[src/rtl/wv2d_pkg.sv]
package wv2d_pkg;
  typedef enum logic [2:0] {
    ST_IDLE, ST_ROW_FILL, ST_ROW_CALC, ST_XPOSE_WAIT, ST_COL_CALC, ST_DRAIN
  } wv_state_e;

  typedef enum logic [1:0] {
    BAND_LL = 2'b00, BAND_LH = 2'b01, BAND_HL = 2'b10, BAND_HH = 2'b11
  } wv_band_e;

  typedef enum logic [1:0] {PH_LOAD = 2'd0, PH_ADD = 2'd1, PH_STORE = 2'd2} wv_phase_e;
endpackage

[src/rtl/wv_lift_core.sv]
module wv_lift_core #(
  parameter int N = 8,
  parameter int W = 12
) (
  input  logic                clk_i,
  input  logic                rst_ni,
  input  logic                reg_en_i,
  input  logic                add_en_i,
  input  logic [N-1:0][W-1:0] x_i,
  output logic [N-1:0][W-1:0] y_o
);
  localparam int H = N / 2;

  logic [N-1:0][W-1:0] in_q, src, out_d, out_q;
  logic signed [W-1:0] ev [H];
  logic signed [W-1:0] od [H];
  logic signed [W-1:0] dv [H];
  logic signed [W-1:0] av [H];

  always_ff @(posedge clk_i or negedge rst_ni)
    if (!rst_ni) in_q <= '0;
    else if (reg_en_i) in_q <= x_i;

  // operand isolation: adders see zeros unless enabled
  assign src = add_en_i ? in_q : '0;

  for (genvar i = 0; i < H; i++) begin : g_lift
    localparam int NX = (i == H - 1) ? i : i + 1;
    localparam int PV = (i == 0) ? 0 : i - 1;
    logic signed [W+1:0] esum, dsum;
    assign ev[i] = $signed(src[2*i]);
    assign od[i] = $signed(src[2*i+1]);
    assign esum  = (W+2)'(ev[i]) + (W+2)'(ev[NX]);
    assign dv[i] = W'((W+2)'(od[i]) - (esum >>> 1));
    assign dsum  = (W+2)'(dv[PV]) + (W+2)'(dv[i]) + (W+2)'(2);
    assign av[i] = W'((W+2)'(ev[i]) + (dsum >>> 2));
    assign out_d[i]     = av[i];
    assign out_d[H + i] = dv[i];
  end

  always_ff @(posedge clk_i or negedge rst_ni)
    if (!rst_ni) out_q <= '0;
    else if (add_en_i) out_q <= out_d;

  assign y_o = out_q;
endmodule

[src/rtl/wv_xpose_buf.sv]
module wv_xpose_buf #(
  parameter int N = 8,
  parameter int W = 12,
  localparam int LW = $clog2(N)
) (
  input  logic                clk_i,
  input  logic                rst_ni,
  input  logic                row_wr_i,
  input  logic                col_wr_i,
  input  logic [LW-1:0]       line_i,
  input  logic [N-1:0][W-1:0] wvec_i,
  output logic [N-1:0][W-1:0] rcol_o,
  input  logic [LW-1:0]       rd_r_i,
  input  logic [LW-1:0]       rd_c_i,
  output logic [W-1:0]        rd_o
);
  logic [N-1:0][N-1:0][W-1:0] mem_q;

  for (genvar r = 0; r < N; r++) begin : g_r
    for (genvar c = 0; c < N; c++) begin : g_c
      always_ff @(posedge clk_i or negedge rst_ni)
        if (!rst_ni) mem_q[r][c] <= '0;
        else if (row_wr_i && line_i == LW'(r)) mem_q[r][c] <= wvec_i[c];
        else if (col_wr_i && line_i == LW'(c)) mem_q[r][c] <= wvec_i[r];
    end
    assign rcol_o[r] = mem_q[r][line_i];
  end

  assign rd_o = mem_q[rd_r_i][rd_c_i];
endmodule

[src/rtl/wv_ctrl.sv]
module wv_ctrl
  import wv2d_pkg::*;
#(
  parameter int N = 8,
  localparam int LW = $clog2(N)
) (
  input  logic            clk_i,
  input  logic            rst_ni,
  input  logic            in_fire_i,
  output logic            in_ready_o,
  output logic [LW-1:0]   fill_idx_o,
  output logic [LW-1:0]   line_idx_o,
  output logic            row_reg_en_o,
  output logic            row_add_en_o,
  output logic            row_wr_o,
  output logic            col_reg_en_o,
  output logic            col_add_en_o,
  output logic            col_wr_o,
  output logic            drain_vld_o,
  output logic [2*LW-1:0] drain_idx_o,
  output wv_state_e       state_o
);
  wv_state_e       state_q, state_d;
  wv_phase_e       ph_q, ph_d;
  logic [LW-1:0]   fill_q, fill_d, line_q, line_d;
  logic [2*LW-1:0] didx_q, didx_d;

  always_ff @(posedge clk_i or negedge rst_ni)
    if (!rst_ni) begin
      state_q <= ST_IDLE;
      ph_q    <= PH_LOAD;
      fill_q  <= '0;
      line_q  <= '0;
      didx_q  <= '0;
    end else begin
      state_q <= state_d;
      ph_q    <= ph_d;
      fill_q  <= fill_d;
      line_q  <= line_d;
      didx_q  <= didx_d;
    end

  always_comb begin
    state_d = state_q;
    ph_d    = ph_q;
    fill_d  = fill_q;
    line_d  = line_q;
    didx_d  = didx_q;
    row_reg_en_o = 1'b0;
    row_add_en_o = 1'b0;
    row_wr_o     = 1'b0;
    col_reg_en_o = 1'b0;
    col_add_en_o = 1'b0;
    col_wr_o     = 1'b0;
    drain_vld_o  = 1'b0;
    unique case (state_q)
      ST_IDLE: if (in_fire_i) begin
        fill_d  = LW'(1);
        line_d  = '0;
        state_d = ST_ROW_FILL;
      end
      ST_ROW_FILL: if (in_fire_i) begin
        if (fill_q == LW'(N - 1)) begin
          fill_d  = '0;
          ph_d    = PH_LOAD;
          state_d = ST_ROW_CALC;
        end else fill_d = fill_q + LW'(1);
      end
      ST_ROW_CALC: begin
        unique case (ph_q)
          PH_LOAD: begin row_reg_en_o = 1'b1; ph_d = PH_ADD;   end
          PH_ADD:  begin row_add_en_o = 1'b1; ph_d = PH_STORE; end
          default: begin
            row_wr_o = 1'b1;
            ph_d     = PH_LOAD;
            if (line_q == LW'(N - 1)) begin
              line_d  = '0;
              state_d = ST_XPOSE_WAIT;
            end else begin
              line_d  = line_q + LW'(1);
              state_d = ST_ROW_FILL;
            end
          end
        endcase
      end
      ST_XPOSE_WAIT: begin
        ph_d    = PH_LOAD;
        state_d = ST_COL_CALC;
      end
      ST_COL_CALC: begin
        unique case (ph_q)
          PH_LOAD: begin col_reg_en_o = 1'b1; ph_d = PH_ADD;   end
          PH_ADD:  begin col_add_en_o = 1'b1; ph_d = PH_STORE; end
          default: begin
            col_wr_o = 1'b1;
            ph_d     = PH_LOAD;
            if (line_q == LW'(N - 1)) begin
              line_d  = '0;
              didx_d  = '0;
              state_d = ST_DRAIN;
            end else line_d = line_q + LW'(1);
          end
        endcase
      end
      ST_DRAIN: begin
        drain_vld_o = 1'b1;
        didx_d      = didx_q + 1'b1;
        if (didx_q == '1) state_d = ST_IDLE;
      end
      default: state_d = ST_IDLE;
    endcase
  end

  assign in_ready_o  = (state_q == ST_IDLE) || (state_q == ST_ROW_FILL);
  assign fill_idx_o  = fill_q;
  assign line_idx_o  = line_q;
  assign drain_idx_o = didx_q;
  assign state_o     = state_q;
endmodule

[src/rtl/wv2d_tile.sv]
module wv2d_tile
  import wv2d_pkg::*;
#(
  parameter int DW = 8,
  parameter int N  = 8,
  parameter int CW = DW + 4,
  localparam int LW = $clog2(N),
  localparam int HW = LW - 1
) (
  input  logic          clk_i,
  input  logic          rst_ni,
  input  logic          in_valid_i,
  output logic          in_ready_o,
  input  logic [DW-1:0] in_data_i,
  output logic          out_valid_o,
  output logic [1:0]    out_band_o,
  output logic [CW-1:0] out_data_o,
  output logic          busy_o,
  output logic          row_reg_en_o,
  output logic          row_add_en_o,
  output logic          col_reg_en_o,
  output logic          col_add_en_o
);
  logic                 in_fire, row_wr, col_wr, drain_vld;
  logic [LW-1:0]        fill_idx, line_idx, rd_r, rd_c;
  logic [2*LW-1:0]      drain_idx;
  logic [1:0]           drain_band;
  wv_state_e            state;
  logic [N-1:0][CW-1:0] row_q, row_res, col_src, col_res, wvec;
  logic [CW-1:0]        rd_data, out_data_q;
  logic                 out_valid_q;
  logic [1:0]           out_band_q;

  assign in_fire = in_valid_i && in_ready_o;

  wv_ctrl #(.N(N)) u_ctrl (
    .clk_i, .rst_ni,
    .in_fire_i    (in_fire),
    .in_ready_o   (in_ready_o),
    .fill_idx_o   (fill_idx),
    .line_idx_o   (line_idx),
    .row_reg_en_o (row_reg_en_o),
    .row_add_en_o (row_add_en_o),
    .row_wr_o     (row_wr),
    .col_reg_en_o (col_reg_en_o),
    .col_add_en_o (col_add_en_o),
    .col_wr_o     (col_wr),
    .drain_vld_o  (drain_vld),
    .drain_idx_o  (drain_idx),
    .state_o      (state)
  );

  always_ff @(posedge clk_i or negedge rst_ni)
    if (!rst_ni) row_q <= '0;
    else if (in_fire) row_q[fill_idx] <= {{(CW-DW){in_data_i[DW-1]}}, in_data_i};

  wv_lift_core #(.N(N), .W(CW)) u_row_core (
    .clk_i, .rst_ni,
    .reg_en_i (row_reg_en_o),
    .add_en_i (row_add_en_o),
    .x_i      (row_q),
    .y_o      (row_res)
  );

  wv_lift_core #(.N(N), .W(CW)) u_col_core (
    .clk_i, .rst_ni,
    .reg_en_i (col_reg_en_o),
    .add_en_i (col_add_en_o),
    .x_i      (col_src),
    .y_o      (col_res)
  );

  assign wvec       = col_wr ? col_res : row_res;
  assign drain_band = drain_idx[2*LW-1 -: 2];
  // band bit 0 selects vertical high rows, bit 1 horizontal high columns
  assign rd_r = {drain_band[0], drain_idx[2*HW-1 -: HW]};
  assign rd_c = {drain_band[1], drain_idx[HW-1:0]};

  wv_xpose_buf #(.N(N), .W(CW)) u_buf (
    .clk_i, .rst_ni,
    .row_wr_i (row_wr),
    .col_wr_i (col_wr),
    .line_i   (line_idx),
    .wvec_i   (wvec),
    .rcol_o   (col_src),
    .rd_r_i   (rd_r),
    .rd_c_i   (rd_c),
    .rd_o     (rd_data)
  );

  always_ff @(posedge clk_i or negedge rst_ni)
    if (!rst_ni) begin
      out_valid_q <= 1'b0;
      out_band_q  <= '0;
      out_data_q  <= '0;
    end else begin
      out_valid_q <= drain_vld;
      if (drain_vld) begin
        out_band_q <= drain_band;
        out_data_q <= rd_data;
      end
    end

  assign out_valid_o = out_valid_q;
  assign out_band_o  = out_band_q;
  assign out_data_o  = out_data_q;
  assign busy_o      = (state != ST_IDLE) || out_valid_q;
endmodule

[config.mk]
export PLATFORM = sky130hd
export DESIGN_NAME = wv2d_tile
export DESIGN_NICKNAME = d
export VERILOG_FILES = /design/src/rtl/wv2d_pkg.sv /design/src/rtl/wv_lift_core.sv /design/src/rtl/wv_xpose_buf.sv /design/src/rtl/wv_ctrl.sv /design/src/rtl/wv2d_tile.sv
export SDC_FILE = /design/constraint.sdc
export NUM_CORES = 2
export LEC_CHECK = 0
export BUFFER_PORTS_ARGS = -buffer_cell sky130_fd_sc_hd__clkbuf_2
export CELL_PAD_IN_SITES_DETAIL_PLACEMENT = 1
export CELL_PAD_IN_SITES_GLOBAL_PLACEMENT = 1
export CORE_UTILIZATION = 47
export DETAILED_ROUTE_END_ITERATION = 16
export PLACE_DENSITY_LB_ADDON = 0.1
export SLEW_MARGIN = 30
export SYNTH_ARGS = -nofsm -noshare
export SYNTH_HDL_FRONTEND = slang
export SYNTH_SLANG_ARGS = --single-unit
export TNS_END_PERCENT = 1
[constraint.sdc]
create_clock -name clk_i -period 7.7 [get_ports clk_i]
set_input_delay 0.77 -clock clk_i [delete_from_list [all_inputs] [get_ports clk_i]]
set_output_delay 0.77 -clock clk_i [all_outputs]
set_load 0.03 [all_outputs]
==> key figures <==
Worst setup path
  • Worst setup SP type: register
  • Most used cell along the critical path: ha_1
  • Worst r2r src: u_ctrl.state_o[0]$_DFFE_PN0P_
  • Worst-case reg-to-reg path depth: 30
  • R2r setup slk: 320 ps
  • WS Path Type: register to register
  • Worst path slowest cell: a2111oi_0
  • WP data required: 8360 ps
  • Slowest stage delay, CP: between 400 and 500 ps
  • Endpoint class of the critical path: register
  • Crit path max fanout: 27
  • R2r endpoint: u_col_core.y_o[35]$_DFFE_PN0N_
  • WP data arrival: 8040 ps

Worst hold path
  • Hold Crit Depth: 2
  • Hold endpoint: row_q[24]$_DFFE_PN0P_
  • Hold Crit Class: input port to register
  • Hold Startpoint: in_data_i[0]

Layout
  • Fin cells: 9,733
  • Layout area overhead: 10.25%
  • NumNets Final: 7,792
  • Layout cell share with drive strength beyond 1: approximately 16%
  • Fillers: 17,520

Timing
  • Slew @ Worst Pin: approximately 1300 ps
  • Max Clk Rate: around 140 MHz
  • Final setup violation count: 0
  • Fin Hold WS: 353.9 ps
  • Final Hold Viols: 0
  • Final clock skew: 49.41 ps
  • Final Critical Period: 7381 ps
  • RSZ-0062 raised after global routing: true
  • Post-route clock period utilization: 95.85%
  • Max-slew headroom: 15.56%
  • Slew Viols, Final: 0

Die
  • Starting Density: 47.38%
  • Die W: between 400 and 500 um
  • Placeable Area: 162,800 um2
  • Num rows: around 150
  • IO Pins: 32
  • DIE HEIGHT: 407.1 um
  • DIE AREA: 165,700 um2

Place
  • Placed cells: 9,455
  • RD Place Congestion: just over 0.9
  • Input/output buffers: 31
  • Final HPWL DP: 195.7 mm

Power
  • P per Cell Area: 418.3 nW/um2
  • Maximum vdd drop: 367.5 uV
  • Pleak: around 36 nW

Yosys
  • Top FF cell, synth: dfrtp_1
  • Post-synth EDFFs: 0
  • Mapped Nets: 8,067
  • Sequential area share after synthesis: roughly two fifths
  • Synth async-reset ratio: 100.0%
  • Synthesized area: 77,130 um2
  • Synthesized area per cell: 10.00 um2
  • Syn Inst Count: 7,711
  • Netlist cell types: 97
  • Number of synthesized register bits: approximately 1,200
  • Synth warn: 0

Clocking
  • Clk_lat worst skew: 820 ps
  • H-Tree Depth: 4
  • CTS Buf Count: 143
  • Clock-pin slew on the worst setup and hold paths: ~60 ps
  • Root Driver: clkbuf_16
  • Clk sinks: between 1,000 and 1,500
  • CTS tree: done
  • Max Root-Sink Buffers: 3

Global routing
  • Vias in the first global route: 65,240
  • Total GRT Usage: 35.07%
  • Largest net degree at the start of global routing: 169
  • Overflow after GRT: 0
  • Initial antenna violation count: 9
  • First-pass GRT wire length: 436.3 mm

Drt
  • DRC: 0
  • Routed wire length: 290.1 mm
  • Antenna violation net count after detailed routing: 0
  • Via count: between 60,000 and 70,000
  • Drt wl/cell: 29.80 um
  • TritonRoute pass-1 iters: 5
  • DR iter-0 viols: approximately 5,700
  • Via-per-instance ratio: ~6.6

Run status
  • Outcome: complete, no violations

Job
  • Max Cap Viol: 0
[Yosys cell counts (137+ instances only)]
library cell	instances	area [um2]
nor2_1	354	1329
mux4_2	444	10000
buf_1	148	555.5
inv_1	137	514.2
dfrtp_1	1216	30430
xnor2_1	213	1866
mux2i_1	194	1942
mux2_2	154	1734
clkbuf_1	522	1959
a21oi_1	327	1637
o21ai_0	881	4409
and3_1	139	869.6
nand2_1	1183	4441
o211ai_1	683	5127
ha_1	328	4104
[metal layers]
layer,routed length [um],track usage (%),part of all wire [%],vias to the layer above
met5,41,0,0.014,-
met4,13540,15.06,4.7,6
met3,16470,4.638,5.7,558
met2,135100,55.60,47,2239
met1,124900,48.30,43,33730
li1,-,-,-,27730
[area by class of cell]
class	count	area, um2	area share [%]
multi-input combinational	5667	43890	51.62
tap	2175	2721	3.200
clock buffer	208	4223	4.966
clock inverter	54	844.6	0.9932
timing repair buffer	268	2354	2.768
inverter	140	536.8	0.6312
sequential	1216	30450	35.81
antenna	5	12.51	0.01471
[cells in the final DEF, fill, tap and decap left out, drive strengths merged, types with 29 or more instances in the layout]
cell	count
mux2	154
buf	237
dfrtp	1216
mux2i	194
xor2	108
mux4	444
and3	142
xnor2	213
nor3	60
nor2b	44
o211ai	683
maj3	40
a21o	63
o21a	29
ha	328
nand2b	37
nand2	1184
clkbuf	238
nor2	354
o21ai	895
a21oi	332
inv	143
clkinv	35
[registers in the layout (all words and copies together), names as in the netlist]
register / cells
u_ctrl.ph_q: 2
u_ctrl.line_idx_o: 3
u_row_core.in_q: 64
u_col_core.y_o: 96
u_col_core.in_q: 96
out_valid_o: 1
out_band_o: 2
u_buf.mem_q: 768
u_ctrl.state_o: 3
out_data_o: 12
u_row_core.y_o: 96
u_ctrl.fill_idx_o: 3
u_ctrl.drain_idx_o: 6
row_q: 64
[kinds of logic after synthesis]
logic type | count (synthesis) | synth area share [%]
multiplexers | 792 | 17.73
AO/OA/AOI/OAI | 2223 | 17.90
AND/OR/NAND/NOR | 1944 | 10.81
buffers and inverters | 828 | 4.103
XOR/XNOR | 323 | 3.713
flip-flops | 1216 | 39.45
adder cells (fa/ha/maj) | 385 | 6.293
[worst max-delay path by stage]
| stage | from | end | slack (ps) | depth (start not counted) |
|---|---|---|---|---|
| global placement | u_ctrl.state_o[0]$_DFFE_PN0P_ | u_col_core.y_o[22]$_DFFE_PN0N_ | 330 | 32 |
| floorplan | u_ctrl.state_o[1]$_DFFE_PN0P_ | u_row_core.y_o[23]$_DFFE_PN0N_ | 40 | 36 |
| detailed placement | u_ctrl.state_o[0]$_DFFE_PN0P_ | u_col_core.y_o[22]$_DFFE_PN0N_ | 190 | 32 |
| global route | u_ctrl.state_o[2]$_DFFE_PN0P_ | u_col_core.y_o[23]$_DFFE_PN0N_ | -80 | 33 |
| finish | u_ctrl.state_o[0]$_DFFE_PN0P_ | u_col_core.y_o[35]$_DFFE_PN0N_ | 320 | 30 |
| CTS | u_ctrl.state_o[0]$_DFFE_PN0P_ | u_col_core.y_o[23]$_DFFE_PN0N_ | 130 | 33 |
[through the flow]
step / setup TNS (ps) / util [%] / setup WS (ps) / power, mW / cell area, um2
floorplan: 0 / - / 35.64 / 21.92 / 77130
global placement: 0 / 48.89 / 329.5 / 27.29 / 79590
detailed placement: 0 / 48.94 / 186.3 / 27.88 / 79650
CTS: 0 / 52.05 / 127.8 / 35.36 / 84730
global route: -158.7 / 52.24 / -80.06 / 37.41 / 85030
finish: 0 / 52.24 / 319.4 / 35.57 / 85030
[what timing repair did]
item / CTS / global route
setup endpoints to repair: 0 / 13
resized for setup: 0 / 17
hold buffers: 1 / 0
endpoints found under the hold margin: 22 / 0
setup buffers: 0 / 3
[where the power goes]
group          leakage (nW)  switching [mW]  internal [mW]
clock network          2.47            3.05           4.24
registers              16.2            2.16           8.26
logic                  17.0            10.2           7.66
total                  35.7            15.4           20.2
[critical path: cells and delay by family, from the launching register on]
kind	cells	cell delay [ps]
buffers and inverters	2	470
flip-flops	1	390
AO/OA/AOI/OAI	9	2000
AND/OR/NAND/NOR	7	1050
adder cells (fa/ha/maj)	8	2680
XOR/XNOR	4	660
(Power assumes the default switching activity.)
